$ cat config.mk
export PLATFORM = sky130hd
export DESIGN_NAME = reset_cause_reg
export DESIGN_NICKNAME = d
export VERILOG_FILES = /design/src/rtl/rcause_pkg.sv /design/src/rtl/rcause_ctrl.sv /design/src/rtl/rcause_dp.sv /design/src/rtl/reset_cause_reg.sv
export SDC_FILE = /design/constraint.sdc
export NUM_CORES = 1
export LEC_CHECK = 0
export ABC_AREA = 1
export CORE_MARGIN = 2
export CORE_UTILIZATION = 34
export DETAILED_ROUTE_END_ITERATION = 10
export PLACE_DENSITY = 0.81
export SLEW_MARGIN = 25
export SYNTH_ARGS = -nofsm -noshare
export SYNTH_HDL_FRONTEND = slang
export SYNTH_SLANG_ARGS = --single-unit
$ cat constraint.sdc
create_clock -name clk -period 0.9 [get_ports clk]
set_clock_uncertainty 0.05 [all_clocks]
set_input_delay 0.18 -clock clk [delete_from_list [all_inputs] [get_ports clk]]
set_output_delay 0.18 -clock clk [all_outputs]
set_load 0.005 [all_outputs]
$ cat src/rtl/rcause_pkg.sv
package rcause_pkg;
  localparam int DATA_W    = 8;
  localparam int NUM_FLAGS = 4;
  localparam int NUM_EVT   = 7;
  localparam int POS_SM    = 0;
  localparam int POS_FLAGS = DATA_W - NUM_FLAGS;
  localparam int RSVD_W    = POS_FLAGS - POS_SM - 1;

  // Event index doubles as priority: lower index wins.
  typedef enum logic [2:0] {
    EV_POWER    = 3'd0,
    EV_DBGRST   = 3'd1,
    EV_DBGWAKE  = 3'd2,
    EV_EXTPIN   = 3'd3,
    EV_WDTRUN   = 3'd4,
    EV_WDTWAKE  = 3'd5,
    EV_GPIOWAKE = 3'd6
  } evt_e;

  typedef struct packed {
    logic                 loadFlags;
    logic [NUM_FLAGS-1:0] flagVal;
    logic                 clearFlags;
    logic                 captureRead;
    logic                 writeSm;
    logic                 resetSm;
  } ctl_s;

  // Flag order {powerOn, stop, watchdog, external}.
  function automatic logic [NUM_FLAGS-1:0] flagPattern(input int idx);
    case (idx)
      EV_POWER, EV_DBGRST, EV_DBGWAKE: flagPattern = 4'b1000;
      EV_EXTPIN:                       flagPattern = 4'b0001;
      EV_WDTRUN:                       flagPattern = 4'b0010;
      EV_WDTWAKE:                      flagPattern = 4'b0110;
      EV_GPIOWAKE:                     flagPattern = 4'b0100;
      default:                         flagPattern = '0;
    endcase
  endfunction
endpackage

$ cat src/rtl/rcause_ctrl.sv
module rcause_ctrl
  import rcause_pkg::*;
(
  input  logic               clk,
  input  logic               rst_n,
  input  logic [NUM_EVT-1:0] evtVec,
  input  logic               rdEn,
  input  logic               wrEn,
  output ctl_s               ctl
);
  logic [NUM_EVT-1:0]   grant;
  logic [NUM_FLAGS-1:0] flagMux;

  always_comb begin
    logic found;
    found = 1'b0;
    grant = '0;
    for (int i = 0; i < NUM_EVT; i++) begin
      if (evtVec[i] && !found) begin
        grant[i] = 1'b1;
        found    = 1'b1;
      end
    end
  end

  always_comb begin
    flagMux = '0;
    for (int i = 0; i < NUM_EVT; i++) begin
      if (grant[i]) flagMux = flagMux | flagPattern(i);
    end
  end

  always_comb begin
    ctl.loadFlags   = |grant;
    ctl.flagVal     = flagMux;
    ctl.clearFlags  = rdEn;
    ctl.captureRead = rdEn;
    ctl.writeSm     = wrEn;
    ctl.resetSm     = evtVec[EV_POWER];
  end

  assert_grant_onehot_R11: assert property (@(posedge clk) disable iff (!rst_n)
    $onehot0(grant) && ((grant & ~evtVec) == '0));

  assert_grant_nonempty_R11: assert property (@(posedge clk) disable iff (!rst_n)
    (evtVec != '0) |-> (grant != '0));
endmodule

$ cat src/rtl/rcause_dp.sv
module rcause_dp
  import rcause_pkg::*;
(
  input  logic              clk,
  input  logic              rst_n,
  input  ctl_s              ctl,
  input  logic              wrBit,
  output logic [DATA_W-1:0] rdData,
  output logic              smOut
);
  logic [NUM_FLAGS-1:0] flagsQ;
  logic                 smQ;
  logic [DATA_W-1:0]    rdQ;
  logic [DATA_W-1:0]    rdWord;

  always_comb begin
    rdWord                              = '0;
    rdWord[DATA_W-1:POS_FLAGS]          = flagsQ;
    rdWord[POS_SM]                      = smQ;
  end

  always_ff @(posedge clk or negedge rst_n) begin
    if (!rst_n) begin
      flagsQ <= 4'b1000;
      smQ    <= 1'b0;
      rdQ    <= '0;
    end else begin
      if (ctl.loadFlags)       flagsQ <= ctl.flagVal;
      else if (ctl.clearFlags) flagsQ <= '0;
      if (ctl.resetSm)         smQ <= 1'b0;
      else if (ctl.writeSm)    smQ <= wrBit;
      if (ctl.captureRead)     rdQ <= rdWord;
    end
  end

  assign rdData = rdQ;
  assign smOut  = smQ;

  assert_read_clear_R7: assert property (@(posedge clk) disable iff (!rst_n)
    (ctl.clearFlags && !ctl.loadFlags) |=> (flagsQ == '0));

  assert_read_capture_R7: assert property (@(posedge clk) disable iff (!rst_n)
    ctl.captureRead |=> (rdData[DATA_W-1:POS_FLAGS] == $past(flagsQ)));

  assert_event_wins_R8: assert property (@(posedge clk) disable iff (!rst_n)
    ctl.loadFlags |=> (flagsQ == $past(ctl.flagVal)));

  assert_hold_R12: assert property (@(posedge clk) disable iff (!rst_n)
    !ctl.captureRead |=> $stable(rdData));

  assert_rsvd_zero_R9: assert property (@(posedge clk) disable iff (!rst_n)
    rdData[POS_FLAGS-1:POS_SM+1] == '0);
endmodule

$ cat src/rtl/reset_cause_reg.sv
module reset_cause_reg
  import rcause_pkg::*;
(
  input  logic              clk,
  input  logic              rst_n,
  input  logic              evtPowerOn,
  input  logic              evtExtPin,
  input  logic              evtWdtRun,
  input  logic              evtDbgReset,
  input  logic              evtDbgWake,
  input  logic              evtGpioWake,
  input  logic              evtWdtWake,
  input  logic              rdEn,
  input  logic              wrEn,
  input  logic [DATA_W-1:0] wrData,
  output logic [DATA_W-1:0] rdData,
  output logic              stopWdtOff
);
  logic [NUM_EVT-1:0] evtVec;
  ctl_s               ctl;

  always_comb begin
    evtVec              = '0;
    evtVec[EV_POWER]    = evtPowerOn;
    evtVec[EV_DBGRST]   = evtDbgReset;
    evtVec[EV_DBGWAKE]  = evtDbgWake;
    evtVec[EV_EXTPIN]   = evtExtPin;
    evtVec[EV_WDTRUN]   = evtWdtRun;
    evtVec[EV_WDTWAKE]  = evtWdtWake;
    evtVec[EV_GPIOWAKE] = evtGpioWake;
  end

  rcause_ctrl u_ctrl (
    .clk    (clk),
    .rst_n  (rst_n),
    .evtVec (evtVec),
    .rdEn   (rdEn),
    .wrEn   (wrEn),
    .ctl    (ctl)
  );

  rcause_dp u_dp (
    .clk    (clk),
    .rst_n  (rst_n),
    .ctl    (ctl),
    .wrBit  (wrData[POS_SM]),
    .rdData (rdData),
    .smOut  (stopWdtOff)
  );

  assert_poweron_sm_R2: assert property (@(posedge clk) disable iff (!rst_n)
    evtPowerOn |=> !stopWdtOff);

  assert_write_sm_R10: assert property (@(posedge clk) disable iff (!rst_n)
    (wrEn && !evtPowerOn) |=> (stopWdtOff == $past(wrData[POS_SM])));

  assert_sm_stable_R5: assert property (@(posedge clk) disable iff (!rst_n)
    (!wrEn && !evtPowerOn) |=> $stable(stopWdtOff));
endmodule

* Word-level counts from Yosys, hierarchy flattened
Cells that the tools add are included.
Word-level totals: bits in registers 10, input port bits 19, output and inout bits 9, word-level logic and storage cells 53
Cells by class: multiplexer cells 29, bitwise gates (word level) 6, reduce and logical (&&, ||, !) cells 15
Operators with widths (number):
- 4-bit two-way mux | 15
- 4-bit bitwise OR | 6
- 1-bit two-way mux | 14
- 7-bit OR reduction | 1
- 1-bit logical AND | 6
- 1-bit logical NOT | 6
- 2-bit nonzero test | 2

* Longest topological paths before layout
Gate-level depths: netlist of run 1.
word-level depth 23, gate-level depth with buffers 5, depth with buffers taken out 5

* By module
A second synthesis of run 1 with hierarchy kept.
Unflattened totals: cells, all modules 66, area, all modules 515.5 um^2
By module, submodules not included:
- rcause_dp | times used 1, cells an instance 48, area an instance 419.2 um^2, seq. area each 251.5 um^2
- rcause_ctrl | times used 1, cells an instance 18, area an instance 96.3 um^2, seq. area each 0.0 um^2

* Least setup slack after synthesis of run 1
Ideal clock, no wire load.
path type input -> register, from input evtWdtWake, to register u_dp.flagsQ[1], arrival 652 ps, data required time 785 ps, path slack 132 ps, stages on the path 4, path through or2_1 nor2_2 nand3_1 nand2_1
Between the ends: word-level cells in the longest chain between the ends 7, elaborated cells on any way between the ends 12
Ends and longest elaborated chain:
- from (decl) | RTL line reset_cause_reg.sv:12 | input logic evtWdtWake,
- 1-bit logical AND * | RTL line rcause_ctrl.sv:19 | if (evtVec[i] && !found) begin
- 1-bit two-way mux | RTL line rcause_ctrl.sv:19
- 1-bit logical NOT | RTL line rcause_ctrl.sv:19
- 1-bit logical AND | RTL line rcause_ctrl.sv:19
- 1-bit two-way mux | RTL line rcause_ctrl.sv:19
- 7-bit OR reduction or 4-bit two-way mux (tied branches) | RTL line rcause_ctrl.sv:34, rcause_ctrl.sv:29
- 4-bit two-way mux or 2-bit nonzero test (tied branches)
- to (signal assigned) | RTL line rcause_dp.sv:28 | if (ctl.loadFlags) flagsQ <= ctl.flagVal;
- to (decl) | RTL line rcause_dp.sv:11 | logic [NUM_FLAGS-1:0] flagsQ;
Every way passes the cells marked *; elsewhere a longest branch is shown, timed or not. A chain may end at the register's enable or synchronous reset.

* Worst setup path in the final report of run 1
from register u_dp.smQ (netlist: u_dp.smOut), to output stopWdtOff
RTL lines:
- from (decl) | RTL line rcause_dp.sv:12 | logic smQ;
- from (signal assigned) | RTL line rcause_dp.sv:31 | else if (ctl.writeSm) smQ <= wrBit;
- to (decl) | RTL line reset_cause_reg.sv:17 | output logic stopWdtOff
No word-level cell between the ends.

==> results of run 1 <==
## what timing repair did
action / 4_1_cts / 5_1_grt
gates resized for setup: 32 / 2
pin swaps: 7 / 1
endpoints found under the setup margin: 10 / 9
cloned: 0 / 0
setup buffers: 1 / 1
hold buffers: 0 / 0
## flip-flops by register name, summed over array words and instances, names as in the netlist
register,flops
u_dp.flagsQ,4
u_dp.rdData,5
u_dp.smOut,1
## report_power, final
group | total, mW | switching [mW] | leakage [nW] | internal (mW)
Combinational | 0.167 | 0.0713 | 0.255 | 0.0956
Sequential | 0.478 | 0.00892 | 0.131 | 0.469
Clock | 0.408 | 0.162 | 0.0210 | 0.246
## area by class of cell
type | instances | area, um^2
well taps | 15 | 18.8
fillers | 121 | 533
clock buffers | 4 | 36.3
flip-flops and latches | 10 | 251
repair buffers | 28 | 228
multi-input cells | 36 | 183
inverters | 5 | 18.8
## layer usage
metal  wire (um)  vias to the layer above  share of wire (%)  GRT usage, %
met5           0                        -                  0             0
met4          19                        0                2.0          15.0
met3          59                        2                6.2          3.33
met2         469                       14                 49          25.8
met1         404                      176                 42          14.0
li1            -                      218                  -             -
## cells by family (layout without fill, tap and decap cells)
logic type,count (synthesis),count (layout),share of synthesized area (%)
AOI/OAI and AO/OA,3,3,4.40
buffers and inverters,8,37,9.07
DFF,10,10,55.2
other,1,3,0.823
and+or+nand+nor,30,30,30.5
## cells in the final DEF, fill, tap and decap left out, types with 2 or more instances in the layout
| master | Yosys | final |
|---|---|---|
| nand3_2 | 1 | 2 |
| clkbuf_4 | 0 | 3 |
| conb_1 | 1 | 3 |
| inv_1 | 3 | 2 |
| nand2_1 | 20 | 19 |
| nand3_1 | 3 | 2 |
| clkdlybuf4s50_1 | 0 | 5 |
| buf_2 | 0 | 6 |
| dfrtp_1 | 9 | 9 |
| nor2_4 | 1 | 2 |
| inv_2 | 2 | 3 |
| buf_4 | 3 | 10 |
| dlygate4sd2_1 | 0 | 6 |
## final timing paths
| check | from | end | slack, ps | cells after the start |
|---|---|---|---|---|
| setup / recovery | u_dp.smOut$_DFFE_PN0P_ | stopWdtOff | -110 | 1 |
| hold / removal | rst_n | u_dp.rdData[6]$_DFFE_PN0P_ | 180 | 2 |
| setup reg to reg | u_dp.rdData[5]$_DFFE_PN0P_ | u_dp.rdData[5]$_DFFE_PN0P_ | 30 | 4 |
| hold reg to reg | u_dp.flagsQ[0]$_DFFE_PN0P_ | u_dp.rdData[4]$_DFFE_PN0P_ | 430 | 2 |
| max in group asynchronous | rst_n | u_dp.flagsQ[3]$_DFFE_PN1P_ | 420 | 2 |
| min in group clk | evtPowerOn | u_dp.smOut$_DFFE_PN0P_ | 220 | 2 |
==> impl_metrics.json, run 1 <==
{
  "vias_per_cell": 4.18,
  "cts_tree": "done",
  "numCtsBuffers": 3,
  "clk_latency_ps": 260,
  "grtUsageTotal_pct": 15.0,
  "nets": 103,
  "ys.warnings.count": 0,
  "syn_area_per_cell_um2": 8.76,
  "setup_tns_ps": -560,
  "start_util_pct": 35.9,
  "diodes": 0,
  "drive_gt1_share_pct": 37.3,
  "synth_top_area_share_pct": 49.5,
  "final_area_um2": 736,
  "vias": 410,
  "clock-sinks": 10,
  "p_total_mw": 1.05,
  "firstDrtPassIters": 4,
  "cts.clk_slew.worst_paths_ps": 70,
  "cts_root_buffer": "clkbuf_4",
  "hold_class": "in2async",
  "ys_async_sr_fraction_pct": 100,
  "crit_chain": "buf_2",
  "synth_cell_type_count": 17,
  "yosysTopAreaCell": "dfrtp_1",
  "synth_edf_count": 0,
  "dp.cells": 92,
  "num_io_pins": 28,
  "endpoint_kind": "output pin",
  "irDropWorstVdd_mv": 0.652,
  "num_rows": 13,
  "antenna_found_initial": 0,
  "global_route.overflow_total": 0,
  "gp_congestion": 0.733,
  "critPathMaxStageDelay_ps": 380,
  "crit_buf_inv": 1,
  "cp-start-kind": "register",
  "synth_common_cells": "20 x nand2_1, 9 x dfrtp_1, 3 x buf_4, 3 x inv_1, 3 x nand3_1",
  "cellLeakagePower_nw": 0.406,
  "wirelength_um": 953,
  "coreArea_um2": 1270,
  "grt_pass1_wl_um": 1480,
  "setup_ws_ps": -106,
  "yosysMostFrequentCell": "nand2_1",
  "dp_slack_ps": -390,
  "fmax_mhz": 994,
  "max-clock-path-buffers": 2,
  "postLayoutCoreUtil_pct": 58.0,
  "drv_cap": 0,
  "grt_pass1_vias": 378,
  "grt_max_degree": 11,
  "maxSlewViolCount": 0,
  "place_hpwl_um": 736,
  "ys_ff_latch": 10,
  "syn_area_um2": 455,
  "synth_area_leaders": "dfrtp_1 49%, nand2_1 16%, dfstp_2 5.8%",
  "cp.arrival_ps": 780,
  "drtAntennaViolNets": 0,
  "area_delta_synth_final_pct": 61.5,
  "design.die.area_um2": 1650,
  "layout_min_cycle_time_ps": 1010,
  "final.period_utilization_pct": 112,
  "ys.flop_type": "dfrtp_1",
  "status": "finished, violations left",
  "wl_per_cell_um": 9.72,
  "powerDensity_nw_per_um2": 1430,
  "ctsHtreeMaxLevel": 1,
  "setup_violations": 6,
  "die_width_um": 40.6,
  "postPlaceCellArea_um2": 709,
  "synthCells": 52,
  "whs_ps": 183,
  "drt-initial-drc-count": 10,
  "ys_seq_area_share_pct": 55.2,
  "port_buffers": 17,
  "die_y_um": 40.6,
  "cp_slowest_cell": "dfrtp_1",
  "worstSetupPathType": "reg2out",
  "rsz0062_at_grt": "yes",
  "worstPathRequired_ps": 670,
  "drc": 0,
  "finalHoldViolations": 0,
  "cp_max_fo": 2,
  "violations": "setup timing",
  "stdcell_count": 98,
  "crit_family": "flip-flops"
}
Power figures use the tool's default switching activity.
==> run 2, diff against run 1 <==
- CAP_MARGIN: unset -> 25
==> results of run 2 <==
No change in the layout: final DEF, timing and power equal those of run 1.
==> run 3, diff against run 2 <==
- CORE_AREA: unset -> 2 2 39 41
- CORE_MARGIN: 2 -> unset
- CORE_UTILIZATION: 34 -> unset
- DIE_AREA: unset -> 0 0 41 43
- clock period: 0.9 -> 1.3 ns (I/O delays scaled with it)
==> impl_metrics.json, run 3 (synthesis gave the netlist of run 1 again) <==
{
  "largest_reg_flops": 5,
  "die_width_um": 41,
  "numCtsBuffers": 3,
  "drive_gt1_share_pct": 21.5,
  "coreArea_um2": 1380,
  "cp_slowest_cell": "dfrtp_1",
  "cts_root_buffer": "clkbuf_4",
  "layout_min_cycle_time_ps": 1200,
  "cp_max_fo": 2,
  "p_sw_mw": 0.144,
  "cp-start-kind": "register",
  "r2r-end": "u_dp.smOut$_DFFE_PN0P_",
  "timing.rr.start": "u_dp.smOut$_DFFE_PN0P_",
  "final.period_utilization_pct": 92.6,
  "setup_tns_ps": 0,
  "gp_congestion": 0.682,
  "powerDensity_nw_per_um2": 925,
  "setup_violations": 0,
  "wl_per_cell_um": 8.34,
  "start_util_pct": 32.9,
  "wirelength_um": 792,
  "stdcell_count": 95,
  "holdBufCountCts": 0,
  "layout_commonest_cell": "nand2_1",
  "maxSlewViolCount": 0,
  "ctsHtreeMaxLevel": 1,
  "cts.clk_slew.worst_paths_ps": 60,
  "grt_pass1_vias": 383,
  "worstPathRequired_ps": 990,
  "firstDrtPassIters": 2,
  "nets": 99,
  "clock-sinks": 10,
  "vias_per_cell": 4.21,
  "vias": 400,
  "postLayoutCoreUtil_pct": 50.7,
  "grt_max_degree": 11,
  "multi_input_area_um2": 170,
  "dp.cells": 85,
  "drtAntennaViolNets": 0,
  "drv_cap": 0,
  "worstSetupPathType": "reg2out",
  "area_delta_synth_final_pct": 54.1,
  "postPlaceCellArea_um2": 638,
  "grtUsageTotal_pct": 12.3,
  "die_y_um": 43,
  "r2r_setup_slack_ps": 500,
  "antenna_found_initial": 0,
  "design.die.area_um2": 1760,
  "ff_latch_area_um2": 251,
  "status": "finished clean",
  "p_total_mw": 0.649,
  "max-clock-path-buffers": 2,
  "cellLeakagePower_nw": 0.381,
  "hold_class": "in2async",
  "grt_pass1_wl_um": 1380,
  "num_io_pins": 28,
  "whs_ps": 257,
  "fillCellCount": 151,
  "p_clk_share_pct": 32.9,
  "cts_tree": "done",
  "setup_ws_ps": 96.4,
  "crit_chain": "dlygate4sd2_1",
  "fmax_mhz": 831,
  "cp.arrival_ps": 890,
  "combPwrFrac_pct": 16.2,
  "swShare_pct": 22.1,
  "crit_family": "flip-flops",
  "num_rows": 14,
  "drt-initial-drc-count": 7,
  "dp_slack_ps": -54.6,
  "intPower_mw": 0.506,
  "rsz0062_at_grt": "no",
  "final_area_um2": 702,
  "endpoint_kind": "output pin",
  "clk_latency_ps": 250,
  "diodes": 0,
  "global_route.overflow_total": 0,
  "layout_common_cells": "20 x nand2_1, 11 x clkdlybuf4s50_1, 9 x dfrtp_1, 7 x buf_4, 6 x dlygate4sd2_1",
  "crit_buf_inv": 1,
  "r2r.worst_path.cells": 3,
  "irDropWorstVdd_mv": 0.465,
  "drc": 0,
  "power.share.sequential_pct": 51.0,
  "critPathMaxStageDelay_ps": 380,
  "finalHoldViolations": 0,
  "port_buffers": 17
}
## run 3: worst max path at each step
| stage | from | to | depth (start not counted) |
|---|---|---|---|
| floorplan | evtWdtWake | u_dp.flagsQ[1]$_DFFE_PN0P_ | 4 |
| global placement | rdEn | u_dp.flagsQ[2]$_DFFE_PN0P_ | 4 |
| detailed placement | evtWdtWake | u_dp.flagsQ[1]$_DFFE_PN0P_ | 5 |
| CTS | u_dp.rdData[5]$_DFFE_PN0P_ | rdData[5] | 1 |
| global route | u_dp.rdData[5]$_DFFE_PN0P_ | rdData[5] | 1 |
| finish | u_dp.smOut$_DFFE_PN0P_ | stopWdtOff | 1 |
## run 3: power groups by stage
stage	Sequential, mW	Clock (mW)	Combinational [mW]
global route	0.333	0.237	0.118
CTS	0.331	0.226	0.107
floorplan	0.339	0	0.0332
global placement	0.338	0	0.0966
finish	0.331	0.213	0.105
detailed placement	0.339	0	0.0989
## run 3: cell type report
type                    instances  share of cell area, %
clock buffers                   4                   3.74
inverters                       5                   2.67
multi-input cells              36                   24.2
flip-flops and latches         10                   35.8
well taps                      16                   2.85
repair buffers                 24                   30.7
## run 3: metal layers
metal	share of wire (%)	track usage [%]	vias up
li1	-	-	214
met1	37	12.0	168
met2	54	19.1	16
met3	8.2	3.14	2
met4	1.1	12.0	0
met5	0	0	-
## run 3: what timing repair did
| action | 4_1_cts | 5_1_grt |
|---|---|---|
| setup endpoints to repair | 6 | 0 |
| setup buffers | 6 | 0 |
| gates resized for setup | 6 | 0 |
